File: src/rtl/scl_timing_pkg.sv
`timescale 1ns/1ps
package scl_timing_pkg;
  localparam int FIELD_W = 4;
  localparam int WINDOW  = 1 << FIELD_W;
  typedef logic [FIELD_W-1:0] field_t;
endpackage

File: src/rtl/scl_ratio_reducer.sv
`timescale 1ns/1ps
module scl_ratio_reducer
  import scl_timing_pkg::*;
#(
  parameter int RATIO_W = 16,
  parameter int EXP_W   = $clog2(RATIO_W)
) (
  input  logic               clk,
  input  logic               rst_n,
  input  logic               in_valid,
  output logic               in_ready,
  input  logic [RATIO_W-1:0] in_ratio,
  output logic [EXP_W-1:0]   exp_o,
  output field_t             hi_o,
  output field_t             lo_o,
  output logic               done_o,
  output logic               commit_o
);
  logic               busy;
  logic [RATIO_W-1:0] work;
  logic               sticky;
  logic [EXP_W-1:0]   exp_w;

  logic               take, active, big;
  logic [RATIO_W-1:0] cur_work;
  logic               cur_sticky;
  logic [EXP_W-1:0]   cur_exp;
  logic [FIELD_W:0]   red;
  field_t             lo_c, hi_c;

  assign in_ready = !busy;
  assign take     = in_valid && in_ready && (in_ratio != '0);
  assign active   = take || busy;

  always_comb begin
    cur_work   = take ? in_ratio : work;
    cur_sticky = take ? 1'b0     : sticky;
    cur_exp    = take ? '0       : exp_w;
    big        = |cur_work[RATIO_W-1:FIELD_W];
    red        = {1'b0, cur_work[FIELD_W-1:0]} + {{FIELD_W{1'b0}}, cur_sticky};
    lo_c       = red[FIELD_W:1] - field_t'(1);
    hi_c       = red[FIELD_W-1:0] - lo_c - field_t'(2);
  end

  assign commit_o = active && !big;

  always_ff @(posedge clk or negedge rst_n) begin
    if (!rst_n) begin
      busy   <= 1'b0;
      work   <= '0;
      sticky <= 1'b0;
      exp_w  <= '0;
      exp_o  <= '0;
      hi_o   <= '0;
      lo_o   <= '0;
      done_o <= 1'b0;
    end else if (active) begin
      if (big) begin
        busy   <= 1'b1;
        work   <= cur_work >> 1;
        sticky <= cur_sticky | cur_work[0];
        exp_w  <= cur_exp + EXP_W'(1);
        done_o <= 1'b0;
      end else begin
        busy   <= 1'b0;
        exp_o  <= cur_exp;
        hi_o   <= hi_c;
        lo_o   <= lo_c;
        done_o <= 1'b1;
      end
    end
  end

  p_zero_ignored_r6: assert property (@(posedge clk) disable iff (!rst_n)
    (in_valid && in_ready && in_ratio == '0) |=>
      ($stable(exp_o) && $stable(hi_o) && $stable(lo_o) && $stable(done_o) && in_ready));

  p_not_done_while_busy_r10: assert property (@(posedge clk) disable iff (!rst_n)
    !in_ready |-> !done_o);

  p_lo_bound_r4: assert property (@(posedge clk) disable iff (!rst_n)
    done_o |-> (lo_o <= field_t'(WINDOW/2 - 1)));

  p_span_bound_r5: assert property (@(posedge clk) disable iff (!rst_n)
    done_o |-> (({1'b0, hi_o} + {1'b0, lo_o} + 5'd2) <= 5'(WINDOW)));

  p_idle_hold_r7: assert property (@(posedge clk) disable iff (!rst_n)
    (in_ready && !in_valid) |=> ($stable(exp_o) && $stable(hi_o) && $stable(lo_o)));
endmodule

File: src/rtl/scl_phase_gen.sv
`timescale 1ns/1ps
module scl_phase_gen
  import scl_timing_pkg::*;
#(
  parameter int RATIO_W = 16,
  parameter int EXP_W   = $clog2(RATIO_W)
) (
  input  logic             clk,
  input  logic             rst_n,
  input  logic             restart,
  input  logic [EXP_W-1:0] exp_i,
  input  field_t           hi_i,
  input  field_t           lo_i,
  output logic             level_o,
  output logic             tick_o
);
  logic               running;
  logic [RATIO_W-1:0] pcnt;
  logic [RATIO_W-1:0] mask;
  field_t             pc;
  field_t             limit;

  assign mask   = (RATIO_W'(1) << exp_i) - RATIO_W'(1);
  assign tick_o = running && (pcnt == mask);
  assign limit  = level_o ? hi_i : lo_i;

  always_ff @(posedge clk or negedge rst_n) begin
    if (!rst_n) begin
      running <= 1'b0;
      pcnt    <= '0;
      pc      <= '0;
      level_o <= 1'b1;
    end else if (restart) begin
      running <= 1'b1;
      pcnt    <= '0;
      pc      <= '0;
      level_o <= 1'b1;
    end else if (running) begin
      if (tick_o) begin
        pcnt <= '0;
        if (pc == limit) begin
          level_o <= ~level_o;
          pc      <= '0;
        end else begin
          pc <= pc + field_t'(1);
        end
      end else begin
        pcnt <= pcnt + RATIO_W'(1);
      end
    end
  end

  p_prescale_bound_r8: assert property (@(posedge clk) disable iff (!rst_n)
    running |-> (pcnt <= mask));

  p_phase_bound_r9: assert property (@(posedge clk) disable iff (!rst_n)
    running |-> (pc <= limit));

  p_toggle_on_tick_r9: assert property (@(posedge clk) disable iff (!rst_n)
    (running && !restart && !tick_o) |=> $stable(level_o));
endmodule

File: src/rtl/scl_timing_gen.sv
`timescale 1ns/1ps
module scl_timing_gen
  import scl_timing_pkg::*;
#(
  parameter int RATIO_W = 16,
  parameter int EXP_W   = $clog2(RATIO_W)
) (
  input  logic               clk,
  input  logic               rst_n,
  input  logic               ratio_valid,
  output logic               ratio_ready,
  input  logic [RATIO_W-1:0] ratio,
  output logic [EXP_W-1:0]   base_exp,
  output logic [FIELD_W-1:0] scl_hi_cnt,
  output logic [FIELD_W-1:0] scl_lo_cnt,
  output logic               fields_done,
  output logic               scl_level,
  output logic               base_tick
);
  logic commit;

  scl_ratio_reducer #(.RATIO_W(RATIO_W), .EXP_W(EXP_W)) u_reduce (
    .clk      (clk),
    .rst_n    (rst_n),
    .in_valid (ratio_valid),
    .in_ready (ratio_ready),
    .in_ratio (ratio),
    .exp_o    (base_exp),
    .hi_o     (scl_hi_cnt),
    .lo_o     (scl_lo_cnt),
    .done_o   (fields_done),
    .commit_o (commit)
  );

  scl_phase_gen #(.RATIO_W(RATIO_W), .EXP_W(EXP_W)) u_phase (
    .clk     (clk),
    .rst_n   (rst_n),
    .restart (commit),
    .exp_i   (base_exp),
    .hi_i    (scl_hi_cnt),
    .lo_i    (scl_lo_cnt),
    .level_o (scl_level),
    .tick_o  (base_tick)
  );

  p_commit_sets_done_r10: assert property (@(posedge clk) disable iff (!rst_n)
    commit |=> (fields_done && scl_level && ratio_ready));
endmodule

File: config.mk
export PLATFORM = sky130hd
export DESIGN_NAME = scl_timing_gen
export DESIGN_NICKNAME = d
export VERILOG_FILES = /design/src/rtl/scl_timing_pkg.sv /design/src/rtl/scl_ratio_reducer.sv /design/src/rtl/scl_phase_gen.sv /design/src/rtl/scl_timing_gen.sv
export SDC_FILE = /design/constraint.sdc
export NUM_CORES = 1
export LEC_CHECK = 0
export ABC_AREA = 1
export CORE_MARGIN = 4
export CORE_UTILIZATION = 45
export CTS_CLUSTER_SIZE = 10
export DETAILED_ROUTE_END_ITERATION = 10
export DONT_BUFFER_PORTS = 1
export PLACE_DENSITY = 0.7
export SYNTH_ARGS = -nofsm -noshare
export SYNTH_HDL_FRONTEND = slang
export SYNTH_SLANG_ARGS = --single-unit
File: constraint.sdc
create_clock -name clk -period 8.9 [get_ports clk]
set_clock_uncertainty 0.1 [all_clocks]
set_input_delay 0.89 -clock clk [delete_from_list [all_inputs] [get_ports clk]]
set_output_delay 0.89 -clock clk [all_outputs]
set_load 0.1 [all_outputs]
### After elaboration in Yosys (flattened, before gate mapping)

Cells that the tools add are included.

| storage, ports and cells | value |
|---|---|
| flip-flop bits (word level) | 56 |
| bits in latches | 0 |
| bits in writable memories | 0 |
| ROM bits | 0 |
| input bits | 19 |
| output and inout bits | 16 |
| memories kept | 0 |

| operators by class | value |
|---|---|
| add/sub/neg operators | 8 |
| $mul | 0 |
| div/mod/pow operators | 0 |
| order comparisons | 0 |
| equal/unequal tests | 2 |
| shifts and indexed selects | 1 |
| mux-type cells | 17 |
| bitwise gates (word level) | 3 |
| reductions and logical operators | 16 |

Operator list:

| kind | count |
|---|---|
| $mux W16 | 4 |
| $mux W4 | 6 |
| $add A16 B1 Y16 const B | 1 |
| $eq A16 B16 Y1 | 1 |
| $reduce_bool A16 Y1 | 1 |
| $shl A1 B4 Y16 const A | 1 |
| $sub A16 B2 Y16 const B | 1 |
| $reduce_or A12 Y1 | 1 |
| $add A4 B1 Y4 const B | 2 |
| $mux W1 | 7 |
| $reduce_and A2 Y1 | 3 |
| $reduce_bool A2 Y1 | 3 |
| $add A4 B1 Y5 | 1 |
| $eq A4 B4 Y1 | 1 |
| $logic_and A1 B1 Y1 | 4 |
| $sub A4 B1 Y4 const B | 1 |
| $sub A4 B2 Y4 const B | 1 |
| $sub A4 B4 Y4 | 1 |
| $reduce_and A3 Y1 | 1 |
| $logic_not A1 Y1 | 2 |
| $not A1 Y1 | 2 |
| $logic_or A1 B1 Y1 | 1 |
| $or A1 B1 Y1 | 1 |

### Depth between registers and ports, before layout

| logic depth | value |
|---|---|
| word-level depth | 9 |
| gate-level depth with buffers | 24 |
| gate-level depth less buffers | 23 |

### Cells and area by module

From an unflattened synthesis, not the netlist that was laid out.

| second synthesis, totals | value |
|---|---|
| cell total of the unflattened synthesis | 540 |
| area total of the unflattened synthesis | 3,726.1 µm² |

Modules (own cells, without submodules):

| module | times used | cells each | area each (µm²) | seq. area each (µm²) |
|---|---|---|---|---|
| scl_ratio_reducer | 1 | 262 | 1,984.4 | 850.8 |
| scl_phase_gen | 1 | 278 | 1,741.7 | 551.8 |

### Worst setup path before layout

OpenSTA, ideal clock, no wires.

| timing path | value |
|---|---|
| path type | reg2out |
| from | reg u_reduce.exp_o[3] |
| to | out base_tick |
| data arrival time | 3,070 ps |
| slack | 4,840 ps |
| stages on the path, launching flop included | 12 |
| cells stage by stage | dfrtp_1 buf_2 nor2_2 nand2_1 ha_1 xor2_1 nand3_1 nor2_1 nand2_1 nor3_1 nand3_1 inv_1 |

| on the way | value |
|---|---|
| word-level cells in the longest chain between the ends | 4 |

Ends and longest elaborated chain:

| item | line | text |
|---|---|---|
| from (decl) | scl_ratio_reducer.sv:13 | `output logic [EXP_W-1:0] exp_o,` |
| from (signal assigned) | scl_ratio_reducer.sv:66 | `exp_o <= cur_exp;` |
| $shl A1 B4 Y16 | scl_phase_gen.sv:23 | `assign mask = (RATIO_W'(1) << exp_i) - RATIO_W'(1);` |
| $sub A16 B2 Y16 | scl_phase_gen.sv:23 |  |
| $eq A16 B16 Y1 | scl_phase_gen.sv:24 | `assign tick_o = running && (pcnt == mask);` |
| $logic_and A1 B1 Y1 | scl_phase_gen.sv:24 |  |
| to (decl) | scl_timing_gen.sv:18 | `output logic base_tick` |

Every way passes these cells.

### Worst setup path in the final report

| timing path | value |
|---|---|
| from | reg u_reduce.exp_o[1] |
| to | out base_tick |

The elaborated chain is that of the path after synthesis.

==> results.py <==
metrics = {
    "finish": {
        "fillCellCount": 849,
        "area_growth_pct": 2.627,
        "drive_gt1_share_pct": 4.887,
        "n_antenna_cell": 0,
        "fin_nets": 562,
    },
    "global_route": {
        "overflow": 0,
        "antenna_found_initial": 0,
        "grt_max_degree": 57,
        "grt_use_total_pct": 17.75,
        "grt_pass1_vias": 3245,
        "grt_pass1_wl_um": 14700,
    },
    "die": {
        "die_w_um": 100.6,
        "start_util_pct": 46.71,
        "rows": 33,
        "io_pins": 35,
        "die-area_mm2": 0.01012,
        "die_h_um": 100.6,
        "core_area_mm2": 0.008258,
    },
    "worst_setup_path": {
        "r2r-start": "u_reduce.busy",
        "r2r_end": "u_reduce.hi_o[3]",
        "ff2ff_path_depth": 18,
        "rrSetupSlack_ns": 5.18,
        "required_ns": 7.91,
        "max_stage_delay_ns": 0.80,
        "startpoint_type": "flop",
        "critical_path.endpoint": "base_tick",
        "arrival_ns": 3.64,
        "cp_max_fo": 8,
        "cp-startpoint": "u_reduce.exp_o[1]",
        "path_cells": "nor2_1 > nand2_1 > ha_1 > xor2_1 > nand3_1 > nor2_1 > nand2_1 > nor3_1 > nand3_1 > inv_1",
        "critical_path_class": "reg2out",
        "cp_slowest_cell": "dfrtp_1",
        "critPathCaptureType": "output port",
    },
    "hold_path": {
        "hold_path.class": "in2async",
    },
    "sta": {
        "worst_pin_slew_ns": 1.137,
        "tns_ns": 0,
        "drv_slew": 0,
        "finalCritPeriodShare_pct": 52.03,
        "finalHoldViolCount": 0,
        "rsz0062_at_grt": "no",
        "max_freq_ghz": 0.2160,
        "fin_ws_ns": 4.269,
        "min_period_ns": 4.631,
        "slew_headroom_pct": 24.20,
        "setup_viol": 0,
    },
    "power_and_ir_drop": {
        "vdd_ir_drop_max_uv": 174.3,
        "power_density_mw_per_mm2": 381.5,
        "leakage_uw": 0.001964,
    },
    "synthesis": {
        "avgSynthCellArea_um2": 7.117,
        "synth.net_count": 573,
        "yosys_warnings": 0,
        "synth_most_common_cell": "nand2_1",
        "yosys-top-cells-area": "dfrtp_1 (36%), nand2_1 (14%), o21ai_0 (6.7%)",
        "synthTopCellsByCount": "nand2_1 (149), inv_1 (68), dfrtp_1 (55), o21ai_0 (52), nor2_1 (48)",
        "synth_edf_count": 0,
        "synthArstFlopShare_pct": 100.0,
        "syn_inst": 542,
        "ys_ff_latch": 56,
        "yosys.area.top_type_share_pct": 35.68,
        "synth_sequential_area_ratio_pct": 36.36,
        "synth_top_area_cell": "dfrtp_1",
        "yosysUniqueCellTypes": 32,
        "synthFlopType": "dfrtp_1",
        "syn-cell-area_mm2": 0.003857,
    },
    "drt": {
        "wl_met2_um": 4058,
        "drt_pass1_iterations": 5,
        "m1WireLength_um": 3780,
        "drc": 0,
        "ant_nets": 0,
        "vias": 3359,
        "wl_um": 8422,
        "wl_per_cell_um": 13.22,
        "via_per_inst": 5.273,
        "drtIter0Drc": 126,
        "top_layer": "met4",
        "dr_wl_met3_um": 356,
    },
    "status": {
        "status": "complete, no violations",
    },
    "clocking": {
        "clkSinkCount": 56,
        "clk_pin_slew_worst_paths_ns": 0.11,
        "post_cts_resized": 0,
        "h-tree-depth": 2,
        "cts_hold_buf": 0,
        "numCtsBuffers": 5,
        "cts_tree": "yes",
        "cts_post_setup_buffers_inserted": 0,
        "clockRootBuffer": "clkbuf_8",
        "cts_buffer_depth": 2,
        "insertion_delay_ns": 0.31,
    },
    "placement": {
        "place.gp.congestion": 1.001,
        "post-dp-hpwl_um": 6424,
        "io_buffer_count": 0,
        "place_ws_ns": 4.550,
    },
    "job": {
        "maxCapViolCount": 0,
    },
}
-- power by group --
part           total, uW  switching (uW)  internal (uW)
Clock                142            86.0           56.1
Sequential           636             301            335
Combinational        732             459            273
Total               1510             847            663
-- registers in the layout, summed over array words and instances, names as in the netlist --
signal and cells:
u_reduce.sticky 1, u_reduce.done_o 1, u_reduce.lo_o 4, u_phase.running 1, u_phase.pcnt 16, u_reduce.work 15
u_phase.pc 4, u_reduce.hi_o 4, u_phase.level_o 1, u_reduce.exp_w 4, u_reduce.exp_o 4, u_reduce.busy 1
-- kinds of logic after synthesis --
| kind of cell | count (synthesis) | share of synthesized area, % |
|---|---|---|
| compound gates | 63 | 8.498 |
| xor+xnor | 37 | 8.401 |
| fa+ha+maj | 12 | 4.087 |
| buf+inv | 87 | 9.828 |
| flops | 56 | 36.36 |
| simple gates | 287 | 32.82 |
-- per-layer routing --
metal / vias up / track usage [%]
met5: - / 0
met2: 67 / 29.87
met4: 0 / 6.114
met3: 18 / 3.253
met1: 1567 / 22.87
li1: 1707 / -
-- metrics by stage --
step / cells / power (uW) / instance area (um^2) / util, % / hold slack [ns]
floorplan: 542 / 1238 / 3857 / - / 0.3479
global placement: 629 / 1359 / 3869 / 46.85 / 0.3641
detailed placement: 629 / 1373 / 3869 / 46.85 / 0.3775
CTS: 637 / 1521 / 3959 / 47.94 / 0.1442
global route: 637 / 1663 / 3959 / 47.94 / 0.1311
finish: 637 / 1510 / 3959 / 47.94 / 0.1560
-- cells in the final DEF (no fill, tap or decap), drive strengths merged --
cell type	n
ha	11
nor2	54
o21ai	56
nand4	20
clkinvlp	1
a22o	2
nor4	2
xnor2	11
dfrtp	55
fa	1
nand3b	1
clkbuf	5
xor2	26
a21o	1
nor3	8
nand3	45
nand2	153
inv	70
or2	4
clkinv	1
a21oi	3
dfstp	1
o31ai	1
-- layout make-up --
type	instances	area, um^2	area share (%)
tap	105	131.4	3.319
clock inverter	3	21.27	0.5373
clock buffer	5	68.82	1.738
sequential	56	1403	35.43
multi-input combinational	399	2076	52.43
inverter	69	259.0	6.542
-- how the worst min path moves through the flow --
stage                                 start           endpoint  slack (ns)
final                                 rst_n      u_phase.pc[0]        0.16
after global routing                  rst_n      u_phase.pc[0]        0.13
after CTS                             rst_n      u_phase.pc[0]        0.14
after detailed placement   u_reduce.work[9]   u_reduce.work[9]        0.38
after global placement     u_reduce.work[0]   u_reduce.work[0]        0.36
after floorplan           u_reduce.work[10]  u_reduce.work[10]        0.35
-- critical path, delay by kind of cell, from the launching register on --
family	cells	cell delay, ns
buffers and inverters	1	0.70
xor gates and xnor gates	1	0.23
adders and majority gates	1	0.33
and+or+nand+nor	7	1.27
DFF	1	0.80
No activity file was read; power rests on OpenSTA's default activity.
